--- src/rtl/tslot_pkg.sv ---
package tslot_pkg;

   // Direction code carried in the two leading bits of a word ({X,R})
   typedef enum logic [1:0] {
      DIR_PAIR_A = 2'b00,
      DIR_TX     = 2'b01,
      DIR_RX     = 2'b10,
      DIR_PAIR_B = 2'b11
   } dir_code_e;

   // In the unidirectional mode the paired code means "turn off"
   localparam dir_code_e DIR_OFF = DIR_PAIR_B;

endpackage

--- src/rtl/tslot_shift.sv ---
module tslot_shift #(
   parameter int WORD_W = 8,
   parameter int CH_W   = 3,
   localparam int CNT_W = $clog2(WORD_W + 2)
) (
   input  logic              ctl_clk,
   input  logic              rst_n,
   input  logic              cs_n,
   input  logic              sdi,
   input  logic [CH_W-1:0]   ch_sel,
   input  logic              mode_sel,
   output logic [WORD_W-1:0] word_q,
   output logic [CH_W-1:0]   ch_q,
   output logic              mode_q,
   output logic [CNT_W-1:0]  bit_cnt,
   output logic              commit
);

   localparam logic [CNT_W-1:0] CNT_LAST = CNT_W'(WORD_W - 1);
   localparam logic [CNT_W-1:0] CNT_FULL = CNT_W'(WORD_W);
   localparam logic [CNT_W-1:0] CNT_OVER = CNT_W'(WORD_W + 1);

   always_ff @(posedge ctl_clk or negedge rst_n) begin
      if (!rst_n) begin
         word_q  <= '0;
         ch_q    <= '0;
         mode_q  <= 1'b1;
         bit_cnt <= '0;
      end else if (!cs_n) begin
         word_q <= {word_q[WORD_W-2:0], sdi};
         if (bit_cnt != CNT_OVER) begin
            bit_cnt <= bit_cnt + 1'b1;
         end
         if (bit_cnt == CNT_LAST) begin
            ch_q   <= ch_sel;
            mode_q <= mode_sel;
         end
      end else begin
         bit_cnt <= '0;
      end
   end

   // A frame closes on the first edge with the select released
   assign commit = cs_n && (bit_cnt == CNT_FULL);

endmodule

--- src/rtl/tslot_decode.sv ---
module tslot_decode
   import tslot_pkg::*;
#(
   parameter int SLOT_W     = 6,
   parameter int CH_PER_DIR = 4,
   localparam int WORD_W    = SLOT_W + 2,
   localparam int NUM_OUT   = 2 * CH_PER_DIR,
   localparam int CH_W      = $clog2(NUM_OUT)
) (
   input  logic [WORD_W-1:0]  word_q,
   input  logic [CH_W-1:0]    ch_q,
   input  logic               mode_q,
   input  logic               commit,
   output logic [NUM_OUT-1:0] wr_mask,
   output logic [SLOT_W-1:0]  wr_slot,
   output logic               wr_en,
   output dir_code_e          dir
);

   logic [CH_W-1:0] tx_idx;
   logic [CH_W-1:0] rx_idx;

   assign dir     = dir_code_e'(word_q[WORD_W-1 -: 2]);
   assign wr_slot = word_q[SLOT_W-1:0];
   assign tx_idx  = {1'b0, ch_q[CH_W-2:0]};
   assign rx_idx  = {1'b1, ch_q[CH_W-2:0]};

   always_comb begin
      wr_mask = '0;
      wr_en   = 1'b1;
      if (commit) begin
         if (mode_q) begin
            unique case (dir)
               DIR_TX:  wr_mask[tx_idx] = 1'b1;
               DIR_RX:  wr_mask[rx_idx] = 1'b1;
               default: begin
                  wr_mask[tx_idx] = 1'b1;
                  wr_mask[rx_idx] = 1'b1;
               end
            endcase
         end else begin
            wr_mask[ch_q] = 1'b1;
            wr_en         = (dir != DIR_OFF);
         end
      end
   end

endmodule

--- src/rtl/tslot_bank.sv ---
module tslot_bank #(
   parameter int SLOT_W  = 6,
   parameter int NUM_OUT = 8
) (
   input  logic                      ctl_clk,
   input  logic                      rst_n,
   input  logic [NUM_OUT-1:0]        wr_mask,
   input  logic [SLOT_W-1:0]         wr_slot,
   input  logic                      wr_en,
   output logic [NUM_OUT-1:0]        fs_en,
   output logic [NUM_OUT*SLOT_W-1:0] fs_slot
);

   for (genvar g = 0; g < NUM_OUT; g++) begin : g_reg
      always_ff @(posedge ctl_clk or negedge rst_n) begin
         if (!rst_n) begin
            fs_en[g]                    <= 1'b0;
            fs_slot[g*SLOT_W +: SLOT_W] <= '0;
         end else if (wr_mask[g]) begin
            fs_en[g] <= wr_en;
            if (wr_en) begin
               fs_slot[g*SLOT_W +: SLOT_W] <= wr_slot;
            end
         end
      end
   end

endmodule

--- src/rtl/tslot_ctl_top.sv ---
module tslot_ctl_top
   import tslot_pkg::*;
#(
   parameter int SLOT_W     = 6,
   parameter int CH_PER_DIR = 4,
   localparam int WORD_W    = SLOT_W + 2,
   localparam int NUM_OUT   = 2 * CH_PER_DIR,
   localparam int CH_W      = $clog2(NUM_OUT),
   localparam int CNT_W     = $clog2(WORD_W + 2)
) (
   input  logic                      ctl_clk,
   input  logic                      rst_n,
   input  logic                      cs_n,
   input  logic                      sdi,
   input  logic [CH_W-1:0]           ch_sel,
   input  logic                      mode_sel,
   output logic [NUM_OUT-1:0]        fs_en,
   output logic [NUM_OUT*SLOT_W-1:0] fs_slot
);

   if (SLOT_W < 1) begin : g_bad_slot
      $error("tslot_ctl_top: SLOT_W must be at least 1");
   end
   if (CH_PER_DIR < 2 || (CH_PER_DIR & (CH_PER_DIR - 1)) != 0) begin : g_bad_ch
      $error("tslot_ctl_top: CH_PER_DIR must be a power of two, at least 2");
   end

   logic [WORD_W-1:0]  word_q;
   logic [CH_W-1:0]    ch_q;
   logic               mode_q;
   logic [CNT_W-1:0]   bit_cnt;
   logic               commit;
   logic [NUM_OUT-1:0] wr_mask;
   logic [SLOT_W-1:0]  wr_slot;
   logic               wr_en;
   dir_code_e          dir;

   tslot_shift #(.WORD_W(WORD_W), .CH_W(CH_W)) u_shift (
      .ctl_clk (ctl_clk),
      .rst_n   (rst_n),
      .cs_n    (cs_n),
      .sdi     (sdi),
      .ch_sel  (ch_sel),
      .mode_sel(mode_sel),
      .word_q  (word_q),
      .ch_q    (ch_q),
      .mode_q  (mode_q),
      .bit_cnt (bit_cnt),
      .commit  (commit)
   );

   tslot_decode #(.SLOT_W(SLOT_W), .CH_PER_DIR(CH_PER_DIR)) u_decode (
      .word_q (word_q),
      .ch_q   (ch_q),
      .mode_q (mode_q),
      .commit (commit),
      .wr_mask(wr_mask),
      .wr_slot(wr_slot),
      .wr_en  (wr_en),
      .dir    (dir)
   );

   tslot_bank #(.SLOT_W(SLOT_W), .NUM_OUT(NUM_OUT)) u_bank (
      .ctl_clk(ctl_clk),
      .rst_n  (rst_n),
      .wr_mask(wr_mask),
      .wr_slot(wr_slot),
      .wr_en  (wr_en),
      .fs_en  (fs_en),
      .fs_slot(fs_slot)
   );

endmodule

--- config.mk ---
export PLATFORM = sky130hd
export DESIGN_NAME = tslot_ctl_top
export DESIGN_NICKNAME = d
export VERILOG_FILES = /design/src/rtl/tslot_pkg.sv /design/src/rtl/tslot_shift.sv /design/src/rtl/tslot_decode.sv /design/src/rtl/tslot_bank.sv /design/src/rtl/tslot_ctl_top.sv
export SDC_FILE = /design/constraint.sdc
export NUM_CORES = 1
export LEC_CHECK = 0
export BUFFER_PORTS_ARGS = -buffer_cell sky130_fd_sc_hd__buf_2
export CAP_MARGIN = 20
export CORE_AREA = 2 2 90 92
export DETAILED_ROUTE_END_ITERATION = 6
export DIE_AREA = 0 0 92 94
export HOLD_SLACK_MARGIN = 0.08
export PLACE_DENSITY = 0.65
export SETUP_SLACK_MARGIN = 0.4
export SLEW_MARGIN = 40
export SYNTH_ARGS = -nofsm -noshare
export SYNTH_HDL_FRONTEND = slang
export SYNTH_SLANG_ARGS = --single-unit
--- constraint.sdc ---
create_clock -name ctl_clk -period 6.3 [get_ports ctl_clk]
set_clock_uncertainty 0.05 [all_clocks]
set_input_delay 1.89 -clock ctl_clk [delete_from_list [all_inputs] [get_ports ctl_clk]]
set_output_delay 1.89 -clock ctl_clk [all_outputs]
set_load 0.005 [all_outputs]
==> flow_summary.toml, run 1 <==
[logic_synthesis]
synth_ff_type = "dfrtp_1"
synth_fp_nets = 226
synth-seq-area-share_pct = 59.69
synthesis.area_sq_um = 3020
avgSynthCellArea_sq_um = 14.25
ys_ff_latch = 72
yosys.area.top_type = "dfrtp_1"
synth_top_area_share_pct = 58.82
yosys_warnings = 0
synth_cell_types = 33
synthTopCellsByArea = "dfrtp_1 (59%), mux2_2 (18%), mux2_4 (6.0%)"
synth_edf_count = 0
async_flop_share_pct = 100.0
syn_inst = 212

[grt]
grt_pass1_vias = 1896
grt_max_degree = 73
grt_pass1_wl_microns = 9942
overflow = 0
antenna_found_initial = 0
track_usage_pct = 15.14

[power]
power_density_nw_per_um2 = 266.2
p_seq_share_pct = 54.9
switchingPower_uw = 257.0
p_clk_share_pct = 37.2
ir_drop_v = 0.0001264
p_leak_nw = 2.021
internal-power_uw = 702.7
design_power_total_uw = 959.7
swShare_pct = 26.78
power_frac_comb_pct = 7.9

[placed_design]
place_congestion = 0.7414
dp_hpwl_microns = 4254
pre_cts_slack_ps = 2539
io_buffers = 63

[hold_path]
hold_path.class = "reg2reg"

[critical_path]
cp.arrival_ps = 3580
required_ps = 6490
crit_fanout = 16
crit_path_top_delay_cell = "or3b_1"
slowest_delay_ps = 570
path_class = "in2reg"
cp-end-kind = "flop"
crit_chain = "buf_2, and4b_1, nand3b_4, or3b_1, mux2_4"
start_kind = "primary input"

[route]
route.detailed.drc = 0
dr.pass1.iters = 4
wl_microns = 6105
drtIter0Drc = 97
wl_per_cell_microns = 16.07
vias = 1853
avgViaCountPerCell = 4.876
ant_nets = 0

[clock_tree]
numCtsBuffers = 9
cts_tree = "done"
root_buffer = "clkbuf_8"
cts_hold_buf = 0
cts_setup_buffers = 0
ctsResizeCount = 0
htree_levels = 3
insertion_delay_ps = 350
cts_buffer_depth = 2
cts.sinks = 72
clkTransAtPathRegs_ps = 70

[floorplanning]
die_x_microns = 92
start_util_pct = 39.70
ioPinCount = 64
die_area_sq_um = 8648
die_h_microns = 94
rows = 32
core-area_sq_um = 7607

[run]
cap_violations = 0

[finish]
syn_to_final_growth_pct = 19.35
nNetsFinal = 287
multiInputGateArea_sq_um = 1134
nFillCells = 732
n_antenna_cell = 0
regArea_sq_um = 1803
drive_gt1_share_pct = 51.80

[timing]
finalCriticalPeriod_ps = 3397
rsz0062_at_grt = "no"
worst_slew_pin_slew_ps = 658.8
final_hold_viol_count = 0
fin_crit_sh_pct = 53.91
drv_slew = 0
setup_tns_ps = 0
finalSetupViolCount = 0
slew_headroom_pct = 56.08
fin_ws_ps = 2903
clock.fmax_mhz = 294.4
hold_ws_ps = 454.7

[outcome]
status = "finished, final reports clean"
-- cells in the final DEF (no fill, tap or decap) --
cell type / instances
a21o_1: 1
a21oi_1: 2
and4_1: 1
and4b_1: 1
buf_2: 63
buf_6: 1
bufinv_16: 1
clkbuf_8: 9
clkinv_2: 2
clkinvlp_4: 3
dfrtp_1: 71
dfstp_2: 1
ha_1: 6
inv_1: 5
inv_6: 1
mux2_2: 48
mux2_4: 12
mux2i_1: 1
nand2_1: 7
nand2b_1: 4
nand3_1: 2
nand3b_1: 2
nand3b_4: 1
nand4b_1: 2
nor2_1: 10
nor2b_1: 1
nor3_1: 1
nor4bb_2: 1
o21a_1: 1
o21ai_0: 10
o31ai_1: 1
or2_2: 1
or3_1: 1
or3b_1: 2
xnor2_1: 1
xor2_1: 1
-- worst paths after layout --
path,slack [ps],from,cells past startpoint,end
worst max-delay path,2900,cs_n,5,u_bank.fs_slot[12]
worst min-delay path,450,u_bank.fs_slot[11],1,u_bank.fs_slot[11]
worst max register to register,4080,u_shift.bit_cnt[0],6,u_bank.fs_slot[12]
worst min register to register,450,u_bank.fs_slot[11],1,u_bank.fs_slot[11]
max in group asynchronous,4140,rst_n,2,u_shift.ch_q[1]
min in group asynchronous,1580,rst_n,2,u_bank.fs_slot[6]
-- cell usage after synthesis (all sizes together) (2+ instances only) --
cell type	n
dfrtp	71
o21ai	10
buf	7
nor2	10
nand2	7
nand2b	4
or3b	2
mux2	60
clkbuf	7
inv	5
ha	6
nand3b	3
a21oi	2
nand4b	2
nand3	2
-- metal layers --
metal | wire length (microns) | GRT usage (%) | vias to the layer above
li1 | - | - | 860
met1 | 2892 | 20.53 | 932
met2 | 2796 | 23.10 | 53
met3 | 337 | 4.976 | 8
met4 | 78 | 4.851 | 0
met5 | 0 | 0 | -
-- critical path, delay by kind of cell --
family | cells | cell delay, ps
AND/OR/NAND/NOR | 3 | 1050
buffers and inverters | 1 | 270
multiplexers | 1 | 360
-- layout make-up --
| type | count | share of cell area [%] |
|---|---|---|
| clock buffers | 9 | 3.436 |
| well taps | 102 | 3.540 |
| repair buffers | 64 | 9.059 |
| inverters | 5 | 0.5207 |
| clock inverters | 7 | 1.978 |
| multi-input cells | 121 | 31.45 |
| flip-flops and latches | 72 | 50.02 |
-- per-stage QoR --
step	instances	utilization [%]	cell area (sq um)
finish	380	47.38	3605
global placement	364	44.69	3400
global route	380	47.38	3605
floorplan	212	-	3020
CTS	380	47.30	3598
detailed placement	364	44.74	3403
-- power groups by stage --
stage	logic, mW	clock network (mW)	registers (mW)
final	0.0758	0.357	0.527
after global routing	0.0866	0.392	0.533
after CTS	0.0768	0.368	0.528
after detailed placement	0.0759	0	0.537
after global placement	0.0743	0	0.536
after floorplan	0.0678	0	0.505
-- cells by family (layout without fill, tap and decap cells) --
group | count (synthesis) | after routing | synth area share (%)
DFF | 72 | 72 | 59.69
muxes | 61 | 61 | 24.19
xor gates and xnor gates | 2 | 2 | 0.5801
adders and majority gates | 6 | 6 | 2.485
AOI/OAI and AO/OA | 15 | 15 | 2.734
buffers and inverters | 19 | 85 | 2.983
and+or+nand+nor | 37 | 37 | 7.333
-- sequential cells by signal (all words and copies together), names as in the netlist --
register         cells
u_bank.fs_slot      48
u_shift.ch_q         3
u_shift.mode_q       1
u_shift.word_q       8
u_bank.fs_en         8
u_shift.bit_cnt      4
Power figures use the tool's default switching activity.
==> inputs of run 2 (changes only) <==
--- a/config.mk
+++ b/config.mk
@@ -11,7 +11,7 @@
 export DETAILED_ROUTE_END_ITERATION = 6
 export DIE_AREA = 0 0 92 94
 export HOLD_SLACK_MARGIN = 0.08
-export PLACE_DENSITY = 0.65
+export PLACE_DENSITY = 0.67
 export SETUP_SLACK_MARGIN = 0.4
 export SLEW_MARGIN = 40
 export SYNTH_ARGS = -nofsm -noshare
==> constraint.sdc (replaced) <==
create_clock -name ctl_clk -period 2.95 [get_ports ctl_clk]
set_clock_uncertainty 0.05 [all_clocks]
set_input_delay 0.885 -clock ctl_clk [delete_from_list [all_inputs] [get_ports ctl_clk]]
set_output_delay 0.885 -clock ctl_clk [all_outputs]
set_load 0.005 [all_outputs]
==> run 2 against run 1 <==
  * Combinational power is 120% higher
  * Sequential cell count stayed put
  * Register-to-register slack worse by 3300 ps
  * Non-clock buffer count is 3 higher
  * Clock power is 110% higher
  * Critical path type is now reg2reg
  * Highest routed layer unchanged
==> flow_summary.toml, run 2 (synthesized netlist as in run 1, its figures left out) <==
[finish]
fin_util_pct = 47.71
largest_reg_flops = 48
syn_to_final_growth_pct = 20.17
top_regs = "u_bank.fs_slot (48), u_bank.fs_en (8), u_shift.word_q (8)"
most-common-layout-cells = "dfrtp_1 (71), buf_2 (63), mux2_2 (48), mux2_4 (12)"
nNetsFinal = 290
nFillCells = 696
n_antenna_cell = 0
final_common_cell = "dfrtp_1"
fin_area_sq_um = 3630
drive_gt1_share_pct = 51.79
top_register = "u_bank.fs_slot"

[floorplanning]
die_x_microns = 92
die_h_microns = 94
ioPinCount = 64
start_util_pct = 39.70
die_area_sq_um = 8648
core-area_sq_um = 7607
rows = 32

[power]
p_clk_share_pct = 36.9
swShare_pct = 25.50
switchingPower_uw = 520.3
p_leak_nw = 2.038
p_seq_share_pct = 55.1
power_frac_comb_pct = 8.0
ir_drop_v = 0.0003823
design_power_total_mw = 2.041
power_density_nw_per_um2 = 562.2
internal-power_mw = 1.520

[critical_path]
start_kind = "flop"
cp-end-kind = "flop"
required_ps = 3130
r2r_cells = 6
cp.arrival_ps = 2380
path_class = "reg2reg"
r2r_slack_ps = 740
crit_fanout = 7

[clock_tree]
numCtsBuffers = 9
cts_setup_buffers = 0
cts_tree = "done"
insertion_delay_ps = 340
clkTransAtPathRegs_ps = 70
cts.sinks = 72
cts_hold_buf = 0
ctsResizeCount = 0
cts_buffer_depth = 2
root_buffer = "clkbuf_8"
htree_levels = 3

[route]
route.detailed.drc = 0
wl_microns = 5866
avgViaCountPerCell = 4.866
drtIter0Drc = 104
vias = 1859
wl_per_cell_microns = 15.36
ant_nets = 0
dr.pass1.iters = 4

[grt]
track_usage_pct = 14.83
grt_pass1_wl_microns = 9701
overflow = 0
grt_max_degree = 49
grt_pass1_vias = 1843
antenna_found_initial = 0

[placed_design]
io_buffers = 63
place_congestion = 0.7999
dp_hpwl_microns = 4277
place_area_sq_um = 3435

[timing]
hold_ws_ps = 450.7
slew_headroom_pct = 61.69
finalSetupViolCount = 0
final_hold_viol_count = 0
setup_tns_ps = 0
finalCriticalPeriod_ps = 2206
drv_slew = 0
rsz0062_at_grt = "no"
worst_slew_pin_slew_ps = 574.7
fin_crit_sh_pct = 74.79
clock.fmax_mhz = 453.2

[hold_path]
hold_path.class = "reg2reg"
hold_depth = 1

[run]
cap_violations = 0

[outcome]
status = "finished, final reports clean"
-- run 2: changes by cell type in the layout (fill, tap and decap cells not counted) --
cell,change
inv_6,-1
clkinv_2,-1
nor4bb_1,+1
buf_4,+3
buf_6,-1
clkbuf_8,+1
buf_12,+1
nor4bb_2,-1
-- run 2: through the flow --
| stage | std cells | setup WS, ps |
|---|---|---|
| 2_1_floorplan | 212 | 580.6 |
| 3_3_place_gp | 367 | 464.1 |
| 3_5_place_dp | 367 | 424.6 |
| 4_1_cts | 382 | 744.6 |
| 5_1_grt | 382 | 604.6 |
| 6_report | 382 | 743.7 |
-- run 2: worst paths after layout --
path                                    start            endpoint
max                        u_shift.bit_cnt[0]  u_bank.fs_slot[17]
min                        u_bank.fs_slot[29]  u_bank.fs_slot[29]
max reg2reg                u_shift.bit_cnt[0]  u_bank.fs_slot[17]
min reg2reg                u_bank.fs_slot[29]  u_bank.fs_slot[29]
max in group asynchronous               rst_n      u_shift.mode_q
min in group asynchronous               rst_n  u_bank.fs_slot[11]
-- run 2: power groups by stage --
stage | Clock, mW | Combinational [mW] | Sequential (mW)
floorplan | 0 | 0.145 | 1.08
global placement | 0 | 0.163 | 1.14
detailed placement | 0 | 0.165 | 1.14
CTS | 0.785 | 0.167 | 1.13
global route | 0.832 | 0.187 | 1.14
finish | 0.753 | 0.164 | 1.12
-- run 2: worst max-delay path, stage by stage, from the launching register on --
cell	delay, ps
dfrtp_1	430
inv_1	80
ha_1	160
and4b_1	330
nand3b_4	110
or3b_1	580
mux2_4	360
-- run 2: cell type report --
cell class	count	area [sq um]	area share, %
clock buffers	10	137.6	3.792
flip-flops and latches	72	1803	49.67
multi-input cells	121	1127	31.06
repair buffers	67	357.8	9.859
clock inverters	5	57.56	1.586
inverters	5	18.77	0.5171
well taps	102	127.6	3.516
-- run 2: routing by layer --
| layer | track usage [%] | vias to the layer above | part of all wire, % |
|---|---|---|---|
| li1 | - | 860 | - |
| met1 | 19.34 | 939 | 45 |
| met2 | 22.73 | 50 | 47 |
| met3 | 5.859 | 10 | 6.0 |
| met4 | 4.851 | 0 | 1.4 |
| met5 | 0 | - | 0 |
==> inputs of run 3 (changes only) <==
--- a/config.mk
+++ b/config.mk
@@ -5,11 +5,12 @@
 export SDC_FILE = /design/constraint.sdc
 export NUM_CORES = 1
 export LEC_CHECK = 0
+export ABC_AREA = 1
 export BUFFER_PORTS_ARGS = -buffer_cell sky130_fd_sc_hd__buf_2
 export CAP_MARGIN = 20
-export CORE_AREA = 2 2 90 92
+export CORE_AREA = 2 2 93 95
 export DETAILED_ROUTE_END_ITERATION = 6
-export DIE_AREA = 0 0 92 94
+export DIE_AREA = 0 0 95 97
 export HOLD_SLACK_MARGIN = 0.08
 export PLACE_DENSITY = 0.67
 export SETUP_SLACK_MARGIN = 0.4
==> constraint.sdc (replaced) <==
create_clock -name ctl_clk -period 1.79 [get_ports ctl_clk]
set_clock_uncertainty 0.05 [all_clocks]
set_input_delay 0.537 -clock ctl_clk [delete_from_list [all_inputs] [get_ports ctl_clk]]
set_output_delay 0.537 -clock ctl_clk [all_outputs]
set_load 0.005 [all_outputs]
==> run 3 against run 2 <==
  * Maximum frequency grew 29%
  * Cell area grew 31%
  * Critical endpoint is now u_bank.fs_slot[23]
  * Synthesized cell count grew 70%
  * Critical path depth grew 4
  * Clock-buffer cell count grew 3
  * Die area grew 6.6%
  * Critical path type unchanged
  * Routed wire length grew 60%
==> flow_summary.toml, run 3 <==
[logic_synthesis]
synth_xor_area_share_pct = 0.2712
yosys.area.top_type = "dfrtp_1"
synthTopCellsByArea = "dfrtp_1 (55%), nand2_1 (17%), nand4_1 (9.7%)"
synth_ff_type = "dfrtp_1"
yosys_warnings = 0
synth-simple-area-share_pct = 32.93
synth_compound_area_share_pct = 2.790
synthAdderAreaFrac_pct = 2.325
ys_ff_latch = 72
synthMuxAreaShare_pct = 0
synth_top_family_by_area = "simple AND/OR/NAND/NOR gates"
synthesis.area_sq_um = 3229
yosysMostFrequentCell = "nand2_1"
async_flop_share_pct = 100.0
syn_inst = 361
synth_fp_nets = 375
synth_edf_count = 0
synth_commonest_cells = "nand2_1 (149), dfrtp_1 (71), nand4_1 (50), inv_1 (17), nor2_1 (9)"
synth_cell_types = 25
synth_top_area_share_pct = 55.02
avgSynthCellArea_sq_um = 8.946
synth-seq-area-share_pct = 55.83

[timing]
clock.fmax_mhz = 584.7
rsz0062_at_grt = "yes"
worst_slew_pin_slew_ps = 543.6
setup_tns_ps = 0
finalSetupViolCount = 0
slew_headroom_pct = 63.76
fin_crit_sh_pct = 95.54
final_hold_viol_count = 0
drv_slew = 0
finalCriticalPeriod_ps = 1710
hold_ws_ps = 159.5

[critical_path]
crit_chain = "buf_4, buf_6, ha_4, o21ai_2, nand2_4, buf_6, buf_12, nand3_4, nand2_2, nand2_1"
r2r_cells = 10
path_buf_inv = 4
cp_common_cell = "buf_6"
slowest_delay_ps = 420
crit_path_top_delay_cell = "dfrtp_1"
cp.arrival_ps = 1950
r2r_slack_ps = 80
required_ps = 2030
crit_fanout = 8
rr_endpoint = "u_bank.fs_slot[23]"
start_kind = "flop"
cp-end-kind = "flop"
r2r-start = "u_shift.word_q[6]"
cp_top_family = "buffers and inverters"
path_class = "reg2reg"

[finish]
final_common_cell = "nand2_1"
syn_to_final_growth_pct = 46.96
nFillCells = 646
most-common-layout-cells = "nand2_1 (141), dfrtp_1 (70), buf_2 (63), buf_4 (58), nand4_1 (50)"
largest_reg_flops = 48
top_register = "u_bank.fs_slot"
n_antenna_cell = 0
nNetsFinal = 506
drive_gt1_share_pct = 40.44
top_regs = "u_bank.fs_slot (48), u_bank.fs_en (8), u_shift.word_q (8)"

[grt]
grt_pass1_wl_microns = 14500
overflow = 0
grt_pass1_vias = 3022
antenna_found_initial = 0
grt_max_degree = 73
track_usage_pct = 20.29

[clock_tree]
insertion_delay_ps = 350
root_buffer = "clkbuf_8"
cts_buffer_depth = 2
cts.sinks = 72
numCtsBuffers = 9
htree_levels = 3
cts_hold_buf = 0
clkTransAtPathRegs_ps = 80
cts_tree = "done"

[run]
cap_violations = 0

[power]
p_leak_nw = 2.701
power_density_nw_per_um2 = 811.0
ir_drop_v = 0.0003429

[route]
ant_nets = 0
drtIter0Drc = 242
wl_microns = 9379
route.detailed.drc = 0
wl_per_cell_microns = 15.58
avgViaCountPerCell = 5.171
dr.pass1.iters = 4
vias = 3113

[floorplanning]
die_h_microns = 97
core-area_sq_um = 8134
die_area_sq_um = 9215
start_util_pct = 39.70
ioPinCount = 64
rows = 33
die_x_microns = 95

[placed_design]
io_buffers = 63
dp_hpwl_microns = 5019
place_congestion = 0.7982

[outcome]
status = "finished, final reports clean"

[hold_path]
hold_path.class = "in2async"
-- run 3: timing repair --
action	4_1_cts	5_1_grt
resized for setup	32	18
buffers inserted	38	21
gates cloned	6	0
pin swaps	14	12
endpoints found under the setup margin	112	116
-- run 3: layer usage --
layer  global-route usage [%]  wire (microns)  vias to the layer above
li1                         -               -                     1460
met1                    24.09            3670                     1503
met2                    34.26            4776                      117
met3                    3.505             565                       33
met4                    11.15             366                        0
met5                        0               0                        -
-- run 3: how the worst max path moves through the flow --
stage | from | depth (start not counted) | slack [ps] | to
finish | u_shift.word_q[6] | 10 | 80 | u_bank.fs_slot[23]
global placement | cs_n | 8 | 130 | u_bank.fs_slot[10]
global route | u_shift.word_q[6] | 10 | 40 | u_bank.fs_slot[23]
detailed placement | u_shift.bit_cnt[0] | 9 | 60 | u_bank.fs_slot[29]
CTS | u_shift.word_q[6] | 10 | 160 | u_bank.fs_slot[47]
floorplan | u_shift.word_q[6] | 10 | 280 | u_bank.fs_slot[36]
-- run 3: cells by family (layout without fill, tap and decap cells) --
group / count (synthesis) / count (layout)
and+or+nand+nor: 228 / 228
DFF: 72 / 72
buffers and inverters: 39 / 175
AOI/OAI and AO/OA: 15 / 15
adders and majority gates: 6 / 6
xor gates and xnor gates: 1 / 1
-- run 3: power by group --
part	internal [mW]	total [mW]	switching [mW]
combinational	0.369	0.733	0.365
clock	0.717	1.31	0.594
sequential	1.69	1.80	0.118
total	2.77	3.85	1.08
-- run 3: final cells by class --
class                      count  area, sq um  share of cell area [%]
timing repair buffer         139         1112                   23.44
sequential                    72         1804                   38.02
inverter                      20        75.07                   1.582
clock inverter                 3        40.04                  0.8437
clock buffer                  13        158.9                   3.348
multi-input combinational    250         1424                   30.00
tap                          105        131.4                   2.768
-- run 3: per-stage QoR --
stage | cell area (sq um) | setup WS, ps | util, % | std cells | total power [mW]
after floorplan | 3276 | 275.6 | - | 361 | 2.024
final | 4746 | 79.81 | 58.34 | 602 | 3.849
after detailed placement | 3720 | 62.86 | 45.73 | 521 | 2.189
after global placement | 3720 | 130.1 | 45.73 | 521 | 2.175
after CTS | 4504 | 163.4 | 55.38 | 581 | 3.758
after global routing | 4746 | 40.43 | 58.34 | 602 | 3.970
